--- src/rtl/ddr2_bank_guard.sv ---
module ddr2_bank_guard #(
  parameter int NBANK  = 8,
  parameter int ROW_W  = 14,
  parameter int AP_BIT = 10,
  localparam int BA_W  = $clog2(NBANK)
) (
  input  logic             clk,
  input  logic             rst_n,
  input  logic             sel_n,
  input  logic             row_n,
  input  logic             col_n,
  input  logic             wen_n,
  input  logic [BA_W-1:0]  bank_sel,
  input  logic [ROW_W-1:0] addr,
  input  logic             bl8,
  output logic [NBANK-1:0] bank_open,
  output logic [ROW_W-1:0] cur_row,
  output logic             cmd_bad,
  output logic             all_idle
);
  localparam int HALF_LONG  = 4;
  localparam int HALF_SHORT = 2;
  localparam int CNT_W      = $clog2(HALF_LONG + 1);

  logic [3:0] code;
  logic is_act, is_rd, is_wr, is_pre, is_ref, is_lm, is_resv, is_rw;
  logic tgt_open, tgt_busy, quiet, bad;
  logic [CNT_W-1:0] half, burst_left;
  logic [NBANK-1:0] busy;
  logic [ROW_W-1:0] rows [NBANK];

  assign code    = {sel_n, row_n, col_n, wen_n};
  assign is_lm   = code == 4'b0000;
  assign is_ref  = code == 4'b0001;
  assign is_pre  = code == 4'b0010;
  assign is_act  = code == 4'b0011;
  assign is_wr   = code == 4'b0100;
  assign is_rd   = code == 4'b0101;
  assign is_resv = code == 4'b0110;
  assign is_rw   = is_rd | is_wr;

  assign half     = bl8 ? CNT_W'(HALF_LONG) : CNT_W'(HALF_SHORT);
  assign tgt_open = bank_open[bank_sel];
  assign tgt_busy = busy[bank_sel];
  assign quiet    = (bank_open == '0) && (burst_left == '0);

  assign bad = (is_act & tgt_open)
             | (is_rw & (~tgt_open | tgt_busy))
             | ((is_ref | is_lm) & ~quiet)
             | is_resv;

  for (genvar g = 0; g < NBANK; g++) begin : g_bank
    logic             o_q;
    logic [CNT_W-1:0] c_q;
    logic [ROW_W-1:0] r_q;
    logic             hit;

    assign hit = bank_sel == BA_W'(g);

    always_ff @(posedge clk) begin
      if (!rst_n) begin
        o_q <= 1'b0;
        c_q <= '0;
        r_q <= '0;
      end else if (!bad && is_act && hit) begin
        o_q <= 1'b1;
        r_q <= addr;
      end else if (!bad && is_pre && (hit || addr[AP_BIT])) begin
        o_q <= 1'b0;
        c_q <= '0;
      end else if (!bad && is_rw && hit && addr[AP_BIT]) begin
        c_q <= half;
      end else if (c_q == CNT_W'(1)) begin
        o_q <= 1'b0;
        c_q <= '0;
      end else if (c_q != '0) begin
        c_q <= c_q - CNT_W'(1);
      end
    end

    assign bank_open[g] = o_q;
    assign busy[g]      = c_q != '0;
    assign rows[g]      = r_q;
  end

  always_ff @(posedge clk) begin
    if (!rst_n) begin
      burst_left <= '0;
      cmd_bad    <= 1'b0;
    end else begin
      cmd_bad <= bad;
      if (!bad && is_rw)
        burst_left <= half;
      else if (burst_left != '0)
        burst_left <= burst_left - CNT_W'(1);
    end
  end

  assign all_idle = ~|bank_open;
  assign cur_row  = rows[bank_sel];
endmodule

--- config.mk ---
export PLATFORM = sky130hd
export DESIGN_NAME = ddr2_bank_guard
export DESIGN_NICKNAME = d
export VERILOG_FILES = /design/src/rtl/ddr2_bank_guard.sv
export SDC_FILE = /design/constraint.sdc
export NUM_CORES = 1
export LEC_CHECK = 0
export BUFFER_PORTS_ARGS = -buffer_cell sky130_fd_sc_hd__buf_4
export CAP_MARGIN = 20
export CORE_ASPECT_RATIO = 0.9
export CORE_MARGIN = 2
export CORE_UTILIZATION = 55
export CTS_CLUSTER_DIAMETER = 40
export DETAILED_ROUTE_END_ITERATION = 12
export GPL_ROUTABILITY_DRIVEN = 0
export PLACE_DENSITY = 0.82
export SYNTH_ARGS = -nofsm -noshare
export SYNTH_HDL_FRONTEND = slang
export SYNTH_SLANG_ARGS = --single-unit
--- constraint.sdc ---
create_clock -name clk -period 2.06 [get_ports clk]
set_input_delay 0.103 -clock clk [delete_from_list [all_inputs] [get_ports clk]]
set_output_delay 0.103 -clock clk [all_outputs]
set_load 0.005 [all_outputs]
==> results of run 1 <==
-- cell families after synthesis --
family	share of synthesized area
compound gates	0.160
xor+xnor	0.00113
fa+ha+maj	0.0421
buf+inv	0.0684
flops	0.384
mux	0.130
simple gates	0.214
-- placed cells by master (no fill, tap or decap), types with 11 or more instances in the layout --
master / count
nand2_1: 242
dfxtp_1: 140
a21oi_1: 130
buf_4: 116
mux4_2: 32
o21ai_0: 21
inv_1: 21
nor2_1: 19
ha_1: 19
mux2_2: 18
clkbuf_16: 17
dlygate4sd3_1: 13
inv_2: 11
nand3_1: 11
-- worst max path at each step --
stage                                 from                to  slack (ps)  cells past startpoint
after CTS                 g_bank[6].c_q[0]     g_bank[7].o_q         0.7                      7
after detailed placement  g_bank[0].c_q[0]  g_bank[2].c_q[2]         -20                      7
final                     g_bank[0].c_q[0]  g_bank[2].c_q[2]           3                      7
after floorplan           g_bank[1].c_q[0]  g_bank[3].c_q[2]          20                      7
after global placement    g_bank[3].c_q[0]  g_bank[2].c_q[2]          30                      7
after global routing      g_bank[3].c_q[1]  g_bank[2].c_q[2]         -30                      7
-- stage by stage --
step / setup TNS (ps) / instances / hold slack, ps
floorplan: 0 / 914 / 308
global placement: 0 / 1116 / 403
detailed placement: -21.0 / 1116 / 408
CTS: 0 / 1163 / 34.1
global route: -34.0 / 1168 / 47.7
finish: 0 / 1168 / 40.3
-- layer usage --
layer  part of all wire  up-vias
li1                   -     3301
met1               0.40     3415
met2               0.49      349
met3              0.076       66
met4              0.034        0
met5                  0        -
-- timing repair --
| action | in CTS | in global routing |
|---|---|---|
| endpoints found under the setup margin | 3 | 15 |
| pin swaps | 0 | 4 |
| hold buffers | 13 | 0 |
| resized for setup | 17 | 18 |
| buffers inserted | 3 | 5 |
| hold endpoints to repair | 99 | 0 |
-- registers in the layout, indices dropped and copies added, names as in the netlist --
register    cells
cmd_bad         1
g_bank.r_q    112
g_bank.o_q      8
burst_left      3
g_bank.c_q     24
-- critical path: stages, from the launching register on --
cell and delay, ps:
dfxtp_2 320, inv_1 50, ha_2 190, nor2b_4 130
mux4_2 510, nand4_1 230, mux2_4 330, a32o_1 200
-- power groups by stage --
stage / registers, W / logic [W] / clock network [W]
6_report: 0.00330 / 0.00291 / 0.00323
5_1_grt: 0.00333 / 0.00323 / 0.00337
4_1_cts: 0.00328 / 0.00273 / 0.00323
3_5_place_dp: 0.00332 / 0.00258 / 0
3_3_place_gp: 0.00331 / 0.00251 / 0
2_1_floorplan: 0.00330 / 0.00194 / 0
-- layout make-up --
class	count	area, µm²
inverter	33	126
sequential	148	2970
fill	1042	4500
timing repair buffer	134	1100
clock buffer	23	488
multi-input combinational	650	4320
tap	172	215
clock inverter	8	124
==> impl_metrics.toml, run 1 <==
[run_status]
status = "complete, no violations"

[worst_setup_path]
rr_startpoint = "g_bank[0].c_q[0]"
critical_path_class = "reg2reg"
r2r-end = "g_bank[2].c_q[2]"
required_ps = 2380
cp_max_fo = 5
reg2reg_slack_ps = 3
critPathCaptureType = "register"
cp_data_arrival_time_ps = 2380
r2r_cells = 7
startpoint_type = "register"

[synthesis]
synth_commonest_cells = "242 x nand2_1, 148 x dfxtp_1, 130 x a21oi_1"
dominantRegCellSynth = "dfxtp_1"
syn-num-nets = 964
synth_seq_cells = 148
avgSynthCellArea_um2 = 8.44
synth_top_area_share = 0.384
synth_edf_count = 0
async_flop_share = 0
ys_seq_area_frac = 0.384
synthTopCellsByArea = "dfxtp_1 38%, nand2_1 12%, mux4_2 9.3%"
yosysWarnings = 0
synthesis.area_um2 = 7720
syn-instance-count = 914
synth_cell_types = 65
synth_area_leader_cell = "dfxtp_1"
yosys.cell_count.top_type = "nand2_1"

[cts]
clock-sinks = 148
clk_latency_ps = 430
numCtsBuffers = 17
cts_tree = "built"
path_clk_slew_ps = 60
cts.path.max_buffers = 2
cts_root_buf = "clkbuf_16"
cts_htree_levels = 4

[floorplanning]
die_h_um = 116
row_count = 41
start_util = 0.557
die_area_um2 = 15000
ios = 48
fp.dieW_um = 129
core_area_um2 = 13900

[run]
drv_cap = 0

[global_route]
met3_usage = 0.0687
grtUsageMet2 = 0.498
top_usage_layer = "met2"
grt_pass1_wl_um = 34700
grt-ovfl-total = 0
grt_use_met1 = 0.364
grt_max_degree = 45
antenna_found_initial = 0
grt_usage = 0.298
first_global_vias = 7075

[drt]
drc = 0
drtIter0Drc = 840
wirelength_um = 21900
firstDrtPassIters = 5
wl_per_cell_um = 18.7
num_vias = 7131
via_per_inst = 6.11
final_antenna_net_count = 0

[timing]
fmax_ghz = 0.486
slew_violations = 0
tightest_slew_ps = 575
rsz0062_at_grt = "true"
finalCritPeriodShare = 0.999
finalHoldViolations = 0
fin_skew_ps = 7.48
max_slew_margin = 0.617
finalSetupViolCount = 0
fin_ws_ps = 2.95
period_needed_ps = 2060

[layout]
layout-drive-gt1-share = 0.255
finalInstanceArea_um2 = 9350
finish.utilization = 0.675
fin_nets = 1034
area_growth_syn_to_layout_pct = 21.1
antennaDiodeCount = 0

[pwr]
p_per_area_nw_per_um2 = 1010
max-vdd-ir-drop_mv = 0.646
switching_share = 0.298
combPwrFrac = 0.308
finalPower_w = 0.00945
power.sequential.fraction = 0.349
power_switching_w = 0.00282
p_clk_frac = 0.342
power.leakage_nw = 3.50
p_int_w = 0.00663

[worst_hold_path]
hold_class = "in2reg"
holdCritStartpoint = "rst_n"
min_to = "g_bank[3].c_q[0]"
hold_path_depth = 3

[place]
io_buffers = 47
hpwlAfterDp_um = 13400
post_dp_cell_area_um2 = 8460
dp_slack_ps = -21.0
Power figures use the tool's default switching activity.
==> run 2: changes to the inputs <==
--- a/config.mk
+++ b/config.mk
@@ -13,7 +13,7 @@
 export CTS_CLUSTER_DIAMETER = 40
 export DETAILED_ROUTE_END_ITERATION = 12
 export GPL_ROUTABILITY_DRIVEN = 0
-export PLACE_DENSITY = 0.82
+export PLACE_DENSITY = 0.79
 export SYNTH_ARGS = -nofsm -noshare
 export SYNTH_HDL_FRONTEND = slang
 export SYNTH_SLANG_ARGS = --single-unit
==> constraint.sdc (replaced) <==
create_clock -name clk -period 2.25 [get_ports clk]
set_input_delay 0.1125 -clock clk [delete_from_list [all_inputs] [get_ports clk]]
set_output_delay 0.1125 -clock clk [all_outputs]
set_load 0.005 [all_outputs]
==> run 2 against run 1 <==
Effect of this change:
- combinational power is 24% lower
- critical endpoint unchanged
- sequential power is 9.1% lower
- critical path depth stayed put
- core utilization is 2.9 points lower
- largest power group is now clock
- die area stayed put
- worst setup slack better by 100 ps
- wire length is 9.2% lower
==> impl_metrics.toml, run 2 (same netlist as run 1, synthesis figures left out) <==
[run_status]
status = "complete, no violations"

[worst_setup_path]
slowest_delay_ps = 550
cp_max_fo = 6
reg2reg_slack_ps = 100
startpoint_type = "register"
required_ps = 2550
critical_path_class = "reg2reg"
cp_data_arrival_time_ps = 2450
crit_family = "multiplexers"
crit_chain = "inv_1, ha_1, nor2b_1, mux4_2, nand4_1, mux2_2, a32o_1"
cp_num_buf_inv = 1
cp_slowest_cell = "mux4_2"
critPathCaptureType = "register"

[timing]
fin_ws_ps = 105
finalHoldViolations = 0
tightest_slew_ps = 767
fin_skew_ps = 8.77
period_needed_ps = 2150
tns_ps = 0
slew_violations = 0
rsz0062_at_grt = "false"
finalSetupViolCount = 0
fmax_ghz = 0.466
finalCritPeriodShare = 0.953
max_slew_margin = 0.489

[place]
post_dp_cell_area_um2 = 8170
dp_slack_ps = 89.4
io_buffers = 47
hpwlAfterDp_um = 12500

[global_route]
grt-ovfl-total = 0
antenna_found_initial = 0
grt_usage = 0.271
grt_pass1_wl_um = 31800
grt_max_degree = 70
first_global_vias = 6494

[cts]
cts_htree_levels = 4
cts.path.max_buffers = 2
cts_setup_buffers = 0
clock-sinks = 148
numCtsBuffers = 17
cts_tree = "built"
path_clk_slew_ps = 60
cts_root_buf = "clkbuf_16"
clk_latency_ps = 420

[pwr]
power_switching_w = 0.00243
power.leakage_nw = 3.26
max-vdd-ir-drop_mv = 0.889
p_int_w = 0.00586
p_per_area_nw_per_um2 = 927
power.sequential.fraction = 0.362
switching_share = 0.293
combPwrFrac = 0.268
p_clk_frac = 0.369
finalPower_w = 0.00829

[layout]
top_regs = "g_bank.r_q x112, g_bank.c_q x24, g_bank.o_q x8"
largest_reg_flops = 112
area_growth_syn_to_layout_pct = 15.8
layout-drive-gt1-share = 0.198
final_cell_mix = "242 x nand2_1, 147 x dfxtp_1, 130 x a21oi_1, 84 x buf_4"
fillCellCount = 1135
final_common_cell = "nand2_1"
fin_nets = 997
antennaDiodeCount = 0
max_flop_register = "g_bank.r_q"
finalInstanceArea_um2 = 8940

[floorplanning]
fp.dieW_um = 129
start_util = 0.557
row_count = 41
ios = 48
die_h_um = 116
die_area_um2 = 15000
core_area_um2 = 13900

[drt]
drc = 0
final_antenna_net_count = 0
wirelength_um = 19800
drtIter0Drc = 592
wl_met2_um = 9680
firstDrtPassIters = 6
num_vias = 6694
met1_length_um = 8360
via_per_inst = 5.91
wl_per_cell_um = 17.5
top_layer_used = "met4"
route.met3.wl_um = 1280

[run]
drv_cap = 0

[worst_hold_path]
hold_class = "in2reg"
==> run 2: per-layer routing <==
metal,vias up,global-route usage
li1,3238,-
met1,3155,0.340
met2,260,0.462
met3,41,0.0563
met4,0,0.109
met5,-,0
==> run 2: final cells by class <==
type,instances,area [µm²],area share
flip-flops and latches,148,2960,0.332
well taps,172,215,0.0241
multi-input cells,650,4230,0.474
inverters,33,126,0.0141
clock inverters,14,210,0.0235
clock buffers,18,429,0.0480
repair buffers,97,761,0.0851
==> run 2: worst paths after layout <==
check / to / depth (start not counted) / start
worst min register to register: g_bank[1].r_q[9] / 2 / g_bank[1].r_q[9]
worst max-delay path: g_bank[2].c_q[2] / 7 / g_bank[3].c_q[0]
worst max register to register: g_bank[2].c_q[2] / 7 / g_bank[3].c_q[0]
worst min-delay path: g_bank[3].c_q[0] / 3 / rst_n
==> run 2: per-stage QoR <==
step / std cells / utilization / hold WS (ps)
floorplan: 914 / - / 317
global placement: 1087 / 0.590 / 414
detailed placement: 1087 / 0.590 / 418
CTS: 1132 / 0.645 / 52.0
global route: 1132 / 0.645 / 62.9
finish: 1132 / 0.645 / 66.5
==> run 2: power groups by stage <==
stage / Sequential, W / Combinational [W] / Clock, W
floorplan: 0.00301 / 0.00175 / 0
finish: 0.00300 / 0.00222 / 0.00306
detailed placement: 0.00305 / 0.00214 / 0
global placement: 0.00304 / 0.00210 / 0
CTS: 0.00300 / 0.00220 / 0.00308
global route: 0.00303 / 0.00251 / 0.00322
==> run 2: tightest hold or removal path, cell delays in order <==
cell	delay, ps
buf_4	200
nand2_1	80
a21oi_1	30
==> run 2: what timing repair did <==
item                                    4_1_cts  5_1_grt
endpoints found under the setup margin        0        3
resized for setup                             0        3
hold endpoints to repair                     70        0
hold buffers                                 13        0
